## src/rtl/addr_xfer_regfile.sv

```systemverilog
module addr_xfer_regfile #(
  parameter int AW    = 18,
  parameter int DW    = 60,
  parameter int NREG  = 8,
  parameter int LD_LO = 1,
  parameter int LD_HI = 5,
  parameter int ST_LO = 6,
  parameter int ST_HI = 7
) (
  input  logic                    clk,
  input  logic                    rst_n,
  input  logic                    wr_en,
  input  logic [1:0]              wr_sel,
  input  logic [$clog2(NREG)-1:0] wr_idx,
  input  logic [DW-1:0]           wr_data,
  input  logic [1:0]              rd_sel,
  input  logic [$clog2(NREG)-1:0] rd_idx,
  output logic [DW-1:0]           rd_data,
  output logic [NREG-1:0]         pending,
  output logic                    mem_req_valid,
  input  logic                    mem_req_ready,
  output logic                    mem_req_write,
  output logic [$clog2(NREG)-1:0] mem_req_tag,
  output logic [AW-1:0]           mem_req_addr,
  output logic [DW-1:0]           mem_req_wdata,
  input  logic                    mem_rsp_valid,
  input  logic [$clog2(NREG)-1:0] mem_rsp_tag,
  input  logic [DW-1:0]           mem_rsp_data
);
  localparam int IW = $clog2(NREG);

  function automatic logic is_ld(input logic [IW-1:0] n);
    return int'(n) >= LD_LO && int'(n) <= LD_HI;
  endfunction
  function automatic logic is_st(input logic [IW-1:0] n);
    return int'(n) >= ST_LO && int'(n) <= ST_HI;
  endfunction

  logic [AW-1:0]   addr_q [NREG];
  logic [DW-1:0]   data_q [NREG];
  logic [AW-1:0]   xr_q   [NREG];
  logic [DW-1:0]   sbuf_q [NREG];
  logic [NREG-1:0] issue_q;

  logic a_we, d_we, x_we, rsp_hit, chan_free, pick_en;
  logic [IW-1:0] pick_idx;

  assign a_we      = wr_en && wr_sel == 2'd0;
  assign d_we      = wr_en && wr_sel == 2'd1;
  assign x_we      = wr_en && wr_sel == 2'd2 && wr_idx != '0;
  assign rsp_hit   = mem_rsp_valid && is_ld(mem_rsp_tag);
  assign chan_free = !mem_req_valid || mem_req_ready;
  assign pick_en   = chan_free && |issue_q;

  always_comb begin
    pick_idx = '0;
    for (int i = NREG-1; i >= 0; i--)
      if (issue_q[i]) pick_idx = i[IW-1:0];
  end

  always_comb begin
    case (rd_sel)
      2'd0:    rd_data = {{(DW-AW){1'b0}}, addr_q[rd_idx]};
      2'd1:    rd_data = data_q[rd_idx];
      2'd2:    rd_data = (rd_idx == '0) ? '0 : {{(DW-AW){1'b0}}, xr_q[rd_idx]};
      default: rd_data = '0;
    endcase
  end

  always_ff @(posedge clk) begin
    if (!rst_n) begin
      for (int i = 0; i < NREG; i++) begin
        addr_q[i] <= '0;
        data_q[i] <= '0;
        xr_q[i]   <= '0;
        sbuf_q[i] <= '0;
      end
      issue_q <= '0;
      pending <= '0;
    end else begin
      for (int i = 0; i < NREG; i++) begin
        logic hit;
        hit = wr_idx == i[IW-1:0];
        if (a_we && hit) addr_q[i] <= wr_data[AW-1:0];
        if (x_we && hit) xr_q[i] <= wr_data[AW-1:0];
        if (rsp_hit && mem_rsp_tag == i[IW-1:0]) data_q[i] <= mem_rsp_data;
        else if (d_we && hit) data_q[i] <= wr_data;
        if (a_we && hit && is_st(i[IW-1:0])) sbuf_q[i] <= data_q[i];
        if (a_we && hit && (is_ld(i[IW-1:0]) || is_st(i[IW-1:0]))) issue_q[i] <= 1'b1;
        else if (pick_en && pick_idx == i[IW-1:0]) issue_q[i] <= 1'b0;
        if (a_we && hit && is_ld(i[IW-1:0])) pending[i] <= 1'b1;
        else if (rsp_hit && mem_rsp_tag == i[IW-1:0]) pending[i] <= 1'b0;
      end
    end
  end

  always_ff @(posedge clk) begin
    if (!rst_n) begin
      mem_req_valid <= 1'b0;
      mem_req_write <= 1'b0;
      mem_req_tag   <= '0;
      mem_req_addr  <= '0;
      mem_req_wdata <= '0;
    end else if (pick_en) begin
      mem_req_valid <= 1'b1;
      mem_req_write <= is_st(pick_idx);
      mem_req_tag   <= pick_idx;
      mem_req_addr  <= addr_q[pick_idx];
      mem_req_wdata <= is_st(pick_idx) ? sbuf_q[pick_idx] : '0;
    end else if (mem_req_ready) begin
      mem_req_valid <= 1'b0;
    end
  end

  a_r7_req_hold: assert property (@(posedge clk) disable iff (!rst_n)
    mem_req_valid && !mem_req_ready |=> mem_req_valid && $stable(mem_req_addr) &&
      $stable(mem_req_wdata) && $stable(mem_req_tag) && $stable(mem_req_write));

  a_r3_pending_set: assert property (@(posedge clk) disable iff (!rst_n)
    a_we && is_ld(wr_idx) |=> pending[$past(wr_idx)]);

  a_r4_pending_clear: assert property (@(posedge clk) disable iff (!rst_n)
    rsp_hit && !(a_we && wr_idx == mem_rsp_tag) |=> !pending[$past(mem_rsp_tag)]);

  a_r6_tag_kind: assert property (@(posedge clk) disable iff (!rst_n)
    mem_req_valid |-> (mem_req_write ? is_st(mem_req_tag) : is_ld(mem_req_tag)));

  a_r6_no_pending_unpaired: assert property (@(posedge clk) disable iff (!rst_n)
    !pending[0] && !pending[NREG-1] && !pending[ST_LO]);

  a_r2_index_zero: assert property (@(posedge clk) disable iff (!rst_n)
    xr_q[0] == '0);
endmodule

```

## config.mk

```make
export PLATFORM = sky130hd
export DESIGN_NAME = addr_xfer_regfile
export DESIGN_NICKNAME = d
export VERILOG_FILES = /design/src/rtl/addr_xfer_regfile.sv
export SDC_FILE = /design/constraint.sdc
export NUM_CORES = 2
export LEC_CHECK = 0
export BUFFER_PORTS_ARGS = -buffer_cell sky130_fd_sc_hd__buf_4
export CORE_AREA = 8 8 364 366
export CTS_CLUSTER_SIZE = 14
export DETAILED_ROUTE_END_ITERATION = 12
export DIE_AREA = 0 0 372 374
export HOLD_SLACK_MARGIN = 0.02
export PLACE_DENSITY = 0.51
export SYNTH_ARGS = -nofsm -noshare
export SYNTH_HDL_FRONTEND = slang
export SYNTH_SLANG_ARGS = --single-unit
```

## constraint.sdc

```tcl
create_clock -name clk -period 9.8 [get_ports clk]
set_input_delay 0.49 -clock clk [delete_from_list [all_inputs] [get_ports clk]]
set_output_delay 0.49 -clock clk [all_outputs]
set_load 0.01 [all_outputs]
```

Word level (Yosys, flattened, before mapping):

Memories as Yosys holds them, arrays and structs flattened. A register that Yosys moved wholly into a read port is not among the register bits.
Cells that the tools add are included.

* register bits after elaboration: 77
* logic and storage cells: 326
* bits in writable memories: 1248
* memories: 4
* output and inout port bits: 151
* bits of input ports: 138

* muxes and demuxes: 175
* reductions and logical operators: 69
* equal/unequal tests: 25
* bitwise operators: 34
* magnitude comparators: 3

Memory list
* data_q: words 8, width 60, read ports 3, clocked after memory_dff 0, write ports 8, RTL line 40 `logic [DW-1:0] data_q [NREG];`
* sbuf_q: words 8, width 60, read ports 1, clocked after memory_dff 0, write ports 8, RTL line 42 `logic [DW-1:0] sbuf_q [NREG];`
* addr_q: words 8, width 18, read ports 2, clocked after memory_dff 1, write ports 8, RTL line 39 `logic [AW-1:0] addr_q [NREG];`
* xr_q: words 8, width 18, read ports 1, clocked after memory_dff 0, write ports 8, RTL line 41 `logic [AW-1:0] xr_q [NREG];`

Operators by type and width (count)
* $mux 60: 19
* $mux 18: 17
* $pmux 60 s3: 1
* $mux 1: 131
* $logic_and 1x1->1: 46
* $eq 3x3->1 const B: 12
* $or 1x1->1: 34
* $reduce_bool 2->1: 13
* $mux 3: 7
* $eq 3x2->1 const B: 6
* $eq 3x1->1 const B: 3
* $logic_not 3->1: 3
* $reduce_or 7->1: 1
* $eq 2x1->1 const B: 2
* $eq 2x2->1 const B: 2
* $logic_not 2->1: 2
* $ge 3x1->1 const B: 1
* $ge 3x3->1 const B: 1
* $le 3x3->1 const B: 1
* $reduce_bool 3->1: 1
* $logic_not 1->1: 2
* $logic_or 1x1->1: 1

Logic depth before layout (Yosys ltp):

* depth after elaboration: 11
* depth in mapped cells: 9
* gate-level depth less buffers: 5

Worst setup path before layout:

OpenSTA, ideal clock, no wires.

* path kind: input -> register
* start point: in wr_en
* end point: mem data_q[0][0] (enable)
* path buffers: 0
* slack: 2.250 ns
* cell stages on the path: 3
* setup time: 0.642 ns
* required time: 9.158 ns
* arrival: 6.908 ns
* path through: nor2b_1 -> nand2_1 -> o41ai_1

RTL lines
* start, declared: RTL line 12 `input logic wr_en,`
* end, declared: RTL line 40

Worst setup path after layout:

* start point: in rd_idx[0]
* end point: out rd_data[8]

* word-level cells in the longest chain between the ends: 3
* elaborated cells between the ends (all ways): 6
* those cells by class: mux: 2; reduce/logical: 1; memory: 3

Ends and longest elaborated chain
* start, declared: RTL line 17 `input logic [$clog2(NREG)-1:0] rd_idx,`
* $mem_v2 8x18 or $logic_not 3->1 (tied branches)
* $mux 18: RTL line 65 `2'd2: rd_data = (rd_idx == '0) ? '0 : {{(DW-AW){1'b0}}, xr_q[rd_idx]};`
* $pmux 60 s3 (*): RTL line 62 `case (rd_sel)`
* end, declared: RTL line 18 `output logic [DW-1:0] rd_data,`

Every way passes the cells marked *; elsewhere a longest branch is shown, timed or not.

==> qor_table.md <==
| Item | This run | Unit |
|:---|:---|:---|
| Achievable clock frequency | 248 | MHz |
| Share of total power in the clock network | 0.424 | - |
| Slew at the pin closest to its max-slew limit | 1.22 | ns |
| Reg-to-reg critical path endpoint | mem_req_wdata[0]$_SDFFE_PN0P_ | - |
| Area Overhead vs Synth | 16.7 | % |
| Clock tree from TritonCTS | done | - |
| Synthesized cell area | 43900 | µm² |
| Share of final-layout standard cells stronger than drive strength 1 | 0.230 | - |
| Clock root buffer | sky130_fd_sc_hd__clkbuf_16 | - |
| Synth cell types | 52 | - |
| Register clock-pin slew on the reported worst setup and hold paths | 0.06 | ns |
| Vias | 29000 | - |
| Post-synthesis sequential area ratio | 0.638 | - |
| Startpoint-to-endpoint class of the critical path | in2out | - |
| Post CTS Setup Buffer Count | 0 | - |
| Final routed DRC violation total | 0 | - |
| Skew final | 0.0177 | ns |
| Average instance area after synthesis | 13.9 | µm² |
| RSZ-0062 raised after global routing | no | - |
| Worst setup path endpoint | rd_data[8] | - |
| Tightest slew margin relative to the limit | 0.189 | - |
| Antenna violations before repair | 23 | - |
| Final antenna-violating net count | 0 | - |
| Overall Global Routing Usage | 0.218 | - |
| Routability Congestion | 0.805 | - |
| Minimum hold slack | 0.112 | ns |
| Global route total overflow | 0 | - |
| Switching Share | 0.234 | - |
| Placed wire-length estimate after detailed placement | 90300 | µm |
| Cell count after placement | 4863 | - |
| Count of flip-flops with a built-in enable after synthesis | 870 | - |
| Maximum vdd ir drop | 0.000135 | V |
| Share of power burned in combinational logic | 0.085 | - |
| Die span in y | 374 | µm |
| Skew-Pair Late Insertion Delay | 0.71 | ns |
| Wire length reported by the detailed router | 156000 | µm |
| Final hold violation count | 0 | - |
| Number of instances resized during post-cts repair | 0 | - |
| Initial DRC count | 3085 | - |
| I/O pin count | 289 | - |
| Average detailed-routed wire length per instance | 30.8 | µm |
| Origin of the worst setup path | rd_idx[0] | - |
| Final setup violation count | 0 | - |
| Width of the chip | 372 | µm |
| Sequential power share | 0.491 | - |
| Commonest non-fill, non-tap cells in the layout | 870 x sky130_fd_sc_hd__edfxtp_1, 347 x sky130_fd_sc_hd__buf_4, 311 x sky130_fd_sc_hd__a22o_1, 255 x sky130_fd_sc_hd__and2_1, 248 x sky130_fd_sc_hd__nand2_1 | - |
| Number of buffers added by the clock tree synthesis step | 107 | - |
| Post-route insts no fill | 5072 | - |
| Setup TNS after final layout | 0 | ns |
| Initial core utilization | 0.347 | - |
| Gate Count Post-Synth | 3167 | - |
| Ys async rst share | 0 | - |
| Final Net Count | 3448 | - |
| Most common library cell in the layout ignoring fill and taps | sky130_fd_sc_hd__edfxtp_1 | - |
| Maximum clock insertion buffer count | 3 | - |
| Number of max-cap violations | 0 | - |
| Floorplan die area | 139000 | µm² |
| Pwr Density | 191 | nW/µm² |
| Drt via density | 5.73 | - |
| R2r worst-path depth | 7 | - |
| Minimum setup slack among reg-to-reg paths | 6.40 | ns |
| Area of the core | 127000 | µm² |
| Post-layout minimum cycle time | 4.03 | ns |
| Ys Warns | 0 | - |
| IO buf count | 285 | - |
| Global-route wire length before repair | 219000 | µm |
| Largest net degree at the start of global routing | 128 | - |
| Total power consumption of the routed design | 9.81 | mW |
| Clock Sinks | 965 | - |
| Largest fanout on the critical path | 64 | - |
| Count of state elements after synthesis | 965 | - |
| R2r startpoint | issue_q[3]$_SDFFE_PN0P_ | - |
| Net switching power of the design | 2.30 | mW |
| Vias in the first global route | 28500 | - |
| Static leakage | 17.9 | nW |
| Required arrival time at the worst endpoint | 9.31 | ns |
| Number of placement rows | 131 | - |
| Startpoint type of the worst setup path | primary input | - |
| Quantity of hold-fixing buffers added after cts | 0 | - |
| Clock H-tree levels | 3 | - |
| Count of pins over their slew limit | 0 | - |
| Share of the clock period used by the worst path | 0.411 | - |
| DRT Pass-1 Iters | 6 | - |
| Class of the tightest hold or removal check | in2reg | - |
| Critical Path End Type | output pin | - |
| Internal Pwr Total | 7.51 | mW |
| Ys flop type | sky130_fd_sc_hd__edfxtp_1 | - |
| Data arrival time at the worst-slack endpoint | 3.54 | ns |
| Run status | complete, no violations | - |
[state kept, by name, summed over array words and instances, names as in the netlist]
register       cells
data_q           480
addr_q           144
xr_q             126
sbuf_q           120
mem_req_wdata     60
mem_req_addr      18
issue_q            7
pending            5
mem_req_tag        3
mem_req_valid      1
mem_req_write      1
[synth_stat cells (4+ instances only)]
library cell               count  area, µm²
sky130_fd_sc_hd__a31o_2        8       70.1
sky130_fd_sc_hd__a21oi_1      41        205
sky130_fd_sc_hd__a211oi_1     11       82.6
sky130_fd_sc_hd__o22ai_1      12       75.1
sky130_fd_sc_hd__buf_1        16       60.1
sky130_fd_sc_hd__nand2b_1      7       43.8
sky130_fd_sc_hd__nand3_1       8       40.0
sky130_fd_sc_hd__o221ai_1     13        114
sky130_fd_sc_hd__nand3b_1      5       37.5
sky130_fd_sc_hd__clkbuf_1    233        875
sky130_fd_sc_hd__and3_1        4       25.0
sky130_fd_sc_hd__o32a_1       15        150
sky130_fd_sc_hd__o211ai_1     12       90.1
sky130_fd_sc_hd__nor2b_1      10       62.6
sky130_fd_sc_hd__a221oi_1     18        158
sky130_fd_sc_hd__nand2_1     248        931
sky130_fd_sc_hd__mux2i_1      79        791
sky130_fd_sc_hd__dfxtp_1      95       1900
sky130_fd_sc_hd__o31ai_1       5       37.5
sky130_fd_sc_hd__o41ai_1      12        105
sky130_fd_sc_hd__buf_2        58        290
sky130_fd_sc_hd__a22oi_1      78        586
sky130_fd_sc_hd__nor2_1      235        882
sky130_fd_sc_hd__a22o_1      311       2720
sky130_fd_sc_hd__o21ai_0     187        936
sky130_fd_sc_hd__mux4_2      164       3690
sky130_fd_sc_hd__a222oi_1      7       70.1
sky130_fd_sc_hd__buf_4        14        105
sky130_fd_sc_hd__nor3b_1      15        113
sky130_fd_sc_hd__nor3_1        8       40.0
sky130_fd_sc_hd__edfxtp_1    870      26100
sky130_fd_sc_hd__or2_2         4       25.0
sky130_fd_sc_hd__inv_1        35        131
sky130_fd_sc_hd__nor4b_1       4       35.0
sky130_fd_sc_hd__and2_1      255       1600
sky130_fd_sc_hd__mux2_2       49        552
[cells by family after synthesis]
group | Yosys count | share of synthesized area
AO/OA/AOI/OAI | 738 | 0.124
flip-flops | 965 | 0.638
other | 1 | 0.0000854
multiplexers | 292 | 0.115
buffers and inverters | 356 | 0.0333
AND/OR/NAND/NOR | 815 | 0.0896
[stage by stage]
step / setup WS (ns) / utilization / instance area, µm²
6_report: 5.77 / 0.405 / 51300
5_1_grt: 5.59 / 0.405 / 51300
4_1_cts: 5.80 / 0.404 / 51200
2_1_floorplan: 2.25 / - / 43900
3_5_place_dp: 5.80 / 0.376 / 47700
3_3_place_gp: 5.78 / 0.376 / 47700
[area by class of cell]
type                       instances  area [µm²]
clock buffer                     154        3080
tap                             1662        2080
sequential                       965       28000
fill                           11700       75400
inverter                          35         131
clock inverter                    43         504
multi-input combinational       1848       14700
timing repair buffer             353        2700
antenna                           12        30.0
[power by group through the flow]
| stage | logic, mW | registers, mW | clock network, mW |
|---|---|---|---|
| after global routing | 0.880 | 4.84 | 4.38 |
| after global placement | 0.833 | 4.90 | 0 |
| final | 0.834 | 4.82 | 4.16 |
| after floorplan | 0.469 | 4.88 | 0 |
| after CTS | 0.837 | 4.82 | 4.23 |
| after detailed placement | 0.834 | 4.90 | 0 |
[metal layers]
layer  track usage  share of wire  vias to the layer above
met5             0        0.00026                        -
met4        0.0627          0.024                        6
met3        0.0447          0.083                      223
met2         0.328           0.45                     1321
met1         0.317           0.45                    15000
li1              -              -                    12500
[worst min-delay path by stage]
| stage | start | to | slack (ns) | cells past startpoint |
|---|---|---|---|---|
| finish | mem_rsp_data[22] | data_q[1][22]$_SDFFCE_PN0P_ | 0.11 | 2 |
| global route | mem_rsp_data[54] | data_q[1][54]$_SDFFCE_PN0P_ | 0.09 | 2 |
| CTS | mem_rsp_data[58] | data_q[2][58]$_SDFFCE_PN0P_ | 0.04 | 2 |
| detailed placement | mem_req_wdata[9]$_SDFFE_PN0P_ | mem_req_wdata[9]$_SDFFE_PN0P_ | 0.45 | 2 |
| global placement | mem_req_wdata[53]$_SDFFE_PN0P_ | mem_req_wdata[53]$_SDFFE_PN0P_ | 0.44 | 2 |
| floorplan | mem_req_wdata[12]$_SDFFE_PN0P_ | mem_req_wdata[12]$_SDFFE_PN0P_ | 0.47 | 2 |
[critical path, cell delays in order]
cell                      delay (ns)
sky130_fd_sc_hd__buf_8          0.51
sky130_fd_sc_hd__buf_4          0.80
sky130_fd_sc_hd__mux4_2         0.60
sky130_fd_sc_hd__mux2i_1        0.22
sky130_fd_sc_hd__o32a_1         0.19
sky130_fd_sc_hd__o21ai_0        0.27
sky130_fd_sc_hd__buf_4          0.29
(Power assumes the default switching activity.)
